--- src/rtl/dcf_keyer.sv ---
module dcf_keyer #(
  parameter int TICKS_PER_SEC = 1000,
  parameter int SHORT_TICKS   = 100,
  parameter int LONG_TICKS    = 200,
  parameter int FRAME_BITS    = 59
) (
  input  logic                  clk,
  input  logic                  rst_n,
  input  logic                  enable,
  input  logic                  sync,
  input  logic                  tick,
  input  logic [FRAME_BITS-1:0] frame_in,
  output logic                  low_flag,
  output logic [5:0]            sec_idx,
  output logic                  frame_req
);
  localparam int SLOTS = FRAME_BITS + 1;
  localparam int MW    = $clog2(TICKS_PER_SEC);

  logic [MW-1:0]         ms;
  logic [5:0]            sec;
  logic                  running;
  logic [FRAME_BITS-1:0] shadow;

  wire last_ms  = ms == MW'(TICKS_PER_SEC - 1);
  wire last_sec = sec == 6'(SLOTS - 1);
  wire cur_bit  = (sec < 6'(FRAME_BITS)) ? shadow[sec] : 1'b0;
  wire in_mark  = ms < (cur_bit ? MW'(LONG_TICKS) : MW'(SHORT_TICKS));

  assign low_flag = running & enable & ~last_sec & in_mark;
  assign sec_idx  = sec;

  always_ff @(posedge clk) begin
    if (!rst_n) begin
      running   <= 1'b0;
      ms        <= '0;
      sec       <= '0;
      shadow    <= '0;
      frame_req <= 1'b0;
    end else if (!enable) begin
      running   <= 1'b0;
      frame_req <= 1'b0;
    end else if (sync) begin
      running   <= 1'b1;
      ms        <= '0;
      sec       <= '0;
      shadow    <= frame_in;
      frame_req <= 1'b0;
    end else begin
      frame_req <= 1'b0;
      if (running && tick) begin
        if (last_ms) begin
          ms        <= '0;
          sec       <= last_sec ? 6'd0 : sec + 6'd1;
          frame_req <= sec == 6'(SLOTS - 3);
          if (last_sec) shadow <= frame_in;
        end else begin
          ms <= ms + MW'(1);
        end
      end
    end
  end


  ms_range_chk: assert property (@(posedge clk) disable iff (!rst_n)
    ms < MW'(TICKS_PER_SEC));


  sec_range_chk: assert property (@(posedge clk) disable iff (!rst_n)
    sec_idx < 6'(SLOTS));


  no_mark_last_slot_chk: assert property (@(posedge clk) disable iff (!rst_n)
    (sec_idx == 6'(SLOTS - 1)) |-> !low_flag);


  frame_req_slot_chk: assert property (@(posedge clk) disable iff (!rst_n)
    frame_req |-> (sec_idx == 6'(SLOTS - 2)));


  frame_req_pulse_chk: assert property (@(posedge clk) disable iff (!rst_n)
    frame_req |=> !frame_req);


  enable_off_chk: assert property (@(posedge clk) disable iff (!rst_n)
    !enable |-> !low_flag);


  sync_start_chk: assert property (@(posedge clk) disable iff (!rst_n)
    (enable && sync) |=> (sec_idx == 6'd0 && ms == '0 && running));
endmodule

--- config.mk ---
export PLATFORM = sky130hd
export DESIGN_NAME = dcf_keyer
export DESIGN_NICKNAME = d
export VERILOG_FILES = /design/src/rtl/dcf_keyer.sv
export SDC_FILE = /design/constraint.sdc
export NUM_CORES = 1
export LEC_CHECK = 0
export ABC_AREA = 1
export BUFFER_PORTS_ARGS = -buffer_cell sky130_fd_sc_hd__buf_4
export CAP_MARGIN = 25
export CELL_PAD_IN_SITES_DETAIL_PLACEMENT = 2
export CELL_PAD_IN_SITES_GLOBAL_PLACEMENT = 2
export CORE_ASPECT_RATIO = 0.9
export CORE_MARGIN = 5
export CORE_UTILIZATION = 33
export CTS_CLUSTER_SIZE = 12
export DETAILED_ROUTE_END_ITERATION = 12
export PLACE_DENSITY_LB_ADDON = 0.3
export SETUP_SLACK_MARGIN = 0.15
export SYNTH_ARGS = -nofsm -noshare
export SYNTH_HDL_FRONTEND = slang
export SYNTH_SLANG_ARGS = --single-unit
--- constraint.sdc ---
create_clock -name clk -period 4.9 [get_ports clk]
set_clock_uncertainty 0.15 [all_clocks]
set_input_delay 0.98 -clock clk [delete_from_list [all_inputs] [get_ports clk]]
set_output_delay 0.98 -clock clk [all_outputs]
set_load 0.005 [all_outputs]
======== Word-level counts from Yosys, hierarchy flattened ========
Index checks and enable logic that the tools add are counted.
operators by class
  equality and inequality tests ........... 3
  order comparisons ....................... 3
  reduce and logical (&&, ||, !) cells .... 9
  $add $sub $neg .......................... 2
  bitwise gates (word level) .............. 8
  mux-type cells .......................... 15
operators by type and width
  cell                   number
  $mux 59                4
  $mux 10                3
  $mux 6                 4
  $eq 6x6->1 const B     2
  $add 10x1->10 const B  1
  $eq 10x10->1 const B   1
  $lt 10x8->1            1
  $mux 8                 1
  $lt 6x7->1 const B     1
  $add 6x1->6 const B    1
  $bmux 1 s6             1
  $lt 6x6->1 const B     1
  $reduce_bool 2->1      3
  $not 1->1              5
  $reduce_or 5->1        1
  $reduce_and 2->1       2
  $reduce_and 4->1       1
  $and 1x1->1            3
  $reduce_and 3->1       1
  $mux 1                 2
  $logic_and 1x1->1      1
storage, ports and cells
  output and inout bits ................... 8
  register bits after elaboration ......... 77

======== Logic depth before layout (Yosys ltp) ========
  depth in word-level cells ............... 6
  depth in mapped cells ................... 17
  mapped depth without buffers ............ 16

======== Worst setup path before layout ========
No wires, ideal clock.
  kind .................................... register to output
  start point ............................. register sec[0] (netlist: sec_idx[0])
  end point ............................... output port low_flag
  cell stages (with the launch flop) ...... 16
  slack ................................... 1856 ps
  arrival time ............................ 1914 ps
  path through ............................ dfxtp_1 > buf_4 > buf_2 > nand2_1 > o211ai_1 > nand3_1 > nand3_1 > nand2_1 > nand2_1 > nand2_1 > nand3_1 > inv_1 > ha_1 > o21ai_0 > nor2_1 > a21oi_1
on the way
  word-level cells in the longest chain between the ends .. 6
  elaborated cells on any way between the ends .. 10
  those cells by class .................... order compare (2); eq/ne (1); mux (4); bitwise (3)
RTL lines
  element                       RTL line  source
  from (decl)                   21        logic [5:0] sec;
  from (signal assigned)        54        sec <= last_sec ? 6'd0 : sec + 6'd1;
  $bmux 1 s6                    27        wire cur_bit = (sec < 6'(FRAME_BITS)) ? shadow[sec] : 1'b0;
  $mux 1 (implied by the code)  27
  $mux 1                        27
  $mux 8                        28        wire in_mark = ms < (cur_bit ? MW'(LONG_TICKS) : MW'(SHORT_TICKS));
  $lt 10x8->1                   28
  $and 1x1->1 (*)               30        assign low_flag = running & enable & ~last_sec & in_mark;
  to (decl)                     13        output logic low_flag,
Every way passes the cells marked *; elsewhere a longest branch is shown, timed or not. The select of a mux whose other input is x is not followed.

======== Final worst setup path ========
Ends and elaborated chain as after synthesis.

==> flow_results.org <==
** Worst setup path
- Most Frequent Cell on Critical Path :: nand2_1
- Endpoint kind of the worst setup timing path :: output port
- Category of the most critical setup path :: flip-flop to output port
- The slowest stage of the critical path belongs to the cell inv_1.
- Cell family contributing the most delay on the critical path :: simple AND/OR/NAND/NOR gates
- The largest single stage delay on the critical path is roughly 0.56 ns.
- Crit Path Max Fanout :: 24
- Walking the worst path, the cells encountered are inv_1 -> nand2_1 -> nand3_1 -> nand2_1 -> nand2_1 -> nand2_1 -> nor2_1 -> nand2_1 -> nand2_1 -> nand2_1 -> nand3_1 -> inv_1 -> ha_1 -> o21ai_0 -> nor2_1 -> a21oi_1 -> buf_4.
- The number of buffers and inverters on the critical path is 3.
- Crit path required time :: 3.77 ns
- The worst setup path is launched from a flip-flop.
- Data on the critical path arrives at its endpoint at 3.04 ns.

** STA
- Sum of negative setup slack :: 0 ns
- In the post-route analysis, the smallest setup slack over all paths is roughly 0.73 ns.
- Hold slack :: roughly 0.30 ns
- Slew HR :: 0.391
- Final count of pins violating max slew :: 0
- Crit path time final :: approximately 4.2 ns
- Based on the critical path, the design can be clocked at up to between 200 and 250 MHz.
- Number of hold-slack violations in the final timing report :: 0
- RSZ-0062 raised after global routing :: false
- Setup violations remaining at the end of the flow were counted as 0.
- In the finished design, the share of the clock period the worst path needs comes to 0.852.
- At the pin with the least slew margin, the transition time is around 0.91 ns.

** Clock network
- For this design, the sink count on the clock tree is slightly below 80.
- The H-tree generated during clock tree synthesis spans 3 levels.
- Num CTS Buffers :: 9
- Clock tree synthesis selected as its root buffer the cell clkbuf_16.
- Hold Buf Count CTS :: 0
- In this run the post-CTS setup repair buffer count came out at 0.
- The number of gates resized after CTS was 0.
- CTS tree :: built
- Insertion delay to the later sink of the worst-skew pair :: between 0.3 and 0.4 ns
- After clock tree synthesis, the clock-pin slew on the worst setup and hold paths is 0.06 ns.
- Buffer levels on the longest clock path :: 2

** Floorplan
- Die span in y :: roughly 110 um
- Total I/O pin count :: 72
- For this configuration, the core starts out at a cell density of 0.339.
- Die Footprint :: 13400 um2
- After floorplanning, the core was divided into 36 placement rows.
- From left edge to right edge, the die measures 122 um.
- The floorplan step defined a core boundary enclosing between 10000 and 15000 um2.

** Power
- Max IR drop VDD :: ~0.18 mV
- Power comes to around 1.6 mW.
- Summed over all cells, the static leakage comes to approximately 1.9 nW.
- Dividing total power by cell area gives a power density of 341 nW/um2.

** Synth
- Cell type with the highest aggregate area in the netlist :: dfxtp_1
- Compound-cell area share of the yosys netlist :: 0.216
- Syn. warnings :: 0
- Library cell with the highest instance count after synthesis :: nand2_1
- Count of distinct cell types in the synthesized netlist :: 32
- Netlist area before placement :: 3700 um2
- Synth Net Count :: slightly below 600
- Of the total synthesized cell area, the portion taken by full adders, half adders and majority gates is 0.0203.
- EDFF count, synth :: 0
- Of all flip-flops after synthesis, the portion carrying an async set or reset was 0.
- Simple-gate share of the synthesized area :: 0.205
- By area, the combinational part of the netlist is dominated by compound AO/OA/AOI/OAI gates.
- Synth Area in XOR/XNOR :: 0.00474
- Area fraction of the dominant cell type after synthesis :: 0.417
- Commonest cells in the synthesized netlist :: nand2_1 (89), inv_1 (80), dfxtp_1 (77), a21oi_1 (71), o21ai_0 (58)
- After synthesis, the share of cell area in mux cells is 0.
- Leading cell types by total area after synthesis :: dfxtp_1 (42%), a21oi_1 (9.6%), nand2_1 (9.0%)
- Synthesis inferred 77 register bits.
- Part of the Yosys area used for sequential elements :: 0.417
- Average footprint of a synthesized cell :: between 7 and 8 um2
- Top FF cell, synth :: dfxtp_1
- After technology mapping, the gate count stands at about 520.

** Placement
- Standard cell area after detailed placement :: roughly 4300 um2
- After legalization and detailed placement, the total HPWL measured 8380 um.
- Placed instance count :: just over 700
- Worst slack after detailed placement :: ~1.2 ns
- During placement, the flow inserted port buffers numbering 71.
- GP Congestion :: 0.816

** Global route
- The number of antenna violations at the first check in global routing is 0.
- Entering global routing, the biggest net connects 64 pins.
- The number of global-route vias before repair was around 4000.
- Global routing finished with a remaining overflow of 0.
- Global Route Usage Sum :: 0.182
- The first global-routing pass estimated between 15000 and 20000 um of wire.

** Detailed routing
- Via total after detailed routing :: approximately 3600
- Total iterations of the first detailed-routing run :: 4
- Final routed DRC violation total :: 0
- Routed Antenna Nets :: 0
- After the first detailed-routing iteration, the DRC count stood at 122.
- Routed length on met3 :: roughly 460 um
- Dividing the detail-routed via count by the number of cells gives about 4.9.
- Sum of routed wire segments on met1 :: approximately 5400 um
- WL met2 :: approximately 5800 um
- Routed WL per cell :: 16.1 um
- Total Wirelength :: 11800 um
- Signal routing reaches up to met4.

** Cells and area
- At the end of the flow, the number of nets in the layout was ~650.
- The repair_antennas step left the layout with diodes totalling 0.
- Proportion of layout cells with a drive suffix above 1 :: 0.176
- Filler cell count in the final layout :: 1328
- From synthesis to final layout, the design area changed by 24.7%.
- Final core utilization :: 0.423
- The finished cells cover 4610 um2.
- Final non-filler cell total :: 733

** Run status
- The flow ran to the end, and the final reports show no timing, DRC or antenna violations.

** Worst hold path
- Path category of the worst min-delay check :: flip-flop to flip-flop

** Run
- Max-cap violations in this run came to 0.
## final timing paths
check | slack [ns] | to | cells after the start | from
worst max-delay path | 0.73 | low_flag | 17 | sec_idx[0]
worst min-delay path | 0.30 | shadow[20] | 2 | shadow[20]
worst max register to register | 1.95 | sec_idx[4] | 9 | sec_idx[0]
worst min register to register | 0.30 | shadow[20] | 2 | shadow[20]
## power breakdown
part           switching [mW]  total (mW)  internal (mW)
registers             0.00761       0.655          0.647
logic                  0.0826       0.147         0.0640
clock network           0.258       0.769          0.511
## final cells by class
type / count / area (um2) / share of cell area
multi-input combinational: 329 / 1660 / 0.360
sequential: 77 / 1540 / 0.334
timing repair buffer: 75 / 563 / 0.122
inverter: 84 / 315 / 0.0684
clock buffer: 12 / 246 / 0.0535
tap: 152 / 190 / 0.0413
clock inverter: 4 / 95.1 / 0.0206
## routing by layer
metal | vias to the layer above | GRT usage
met4 | 0 | 0.0575
met2 | 65 | 0.314
li1 | 1800 | -
met3 | 12 | 0.0450
met5 | - | 0
met1 | 1731 | 0.220
## state kept, by name (all words and copies together), names as in the netlist
register / flops
sec_idx: 6
frame_req: 1
running: 1
ms: 10
shadow: 59
## kinds of logic (layout without fill, tap and decap cells)
| logic type | Yosys count | in the layout |
|---|---|---|
| buffers and inverters | 115 | 175 |
| AO/OA/AOI/OAI | 150 | 150 |
| XOR/XNOR | 2 | 2 |
| flip-flops | 77 | 77 |
| AND/OR/NAND/NOR | 171 | 171 |
| adder cells (fa/ha/maj) | 6 | 6 |
## placed cells by master (no fill, tap or decap), drive strengths merged, types with 3 or more instances in the layout
| cell | count |
|---|---|
| nand3 | 42 |
| clkbuf | 12 |
| ha | 6 |
| buf | 75 |
| nor3 | 11 |
| nand2 | 90 |
| nand4 | 5 |
| nor2 | 19 |
| o21ai | 68 |
| o211ai | 6 |
| inv | 84 |
| bufinv | 3 |
| a21oi | 72 |
| dfxtp | 77 |
## worst min-delay path: stages (launching register included)
cell and delay, ns:
dfxtp_1 0.31, inv_1 0.05, a21oi_1 0.05
(Power assumes the default switching activity.)
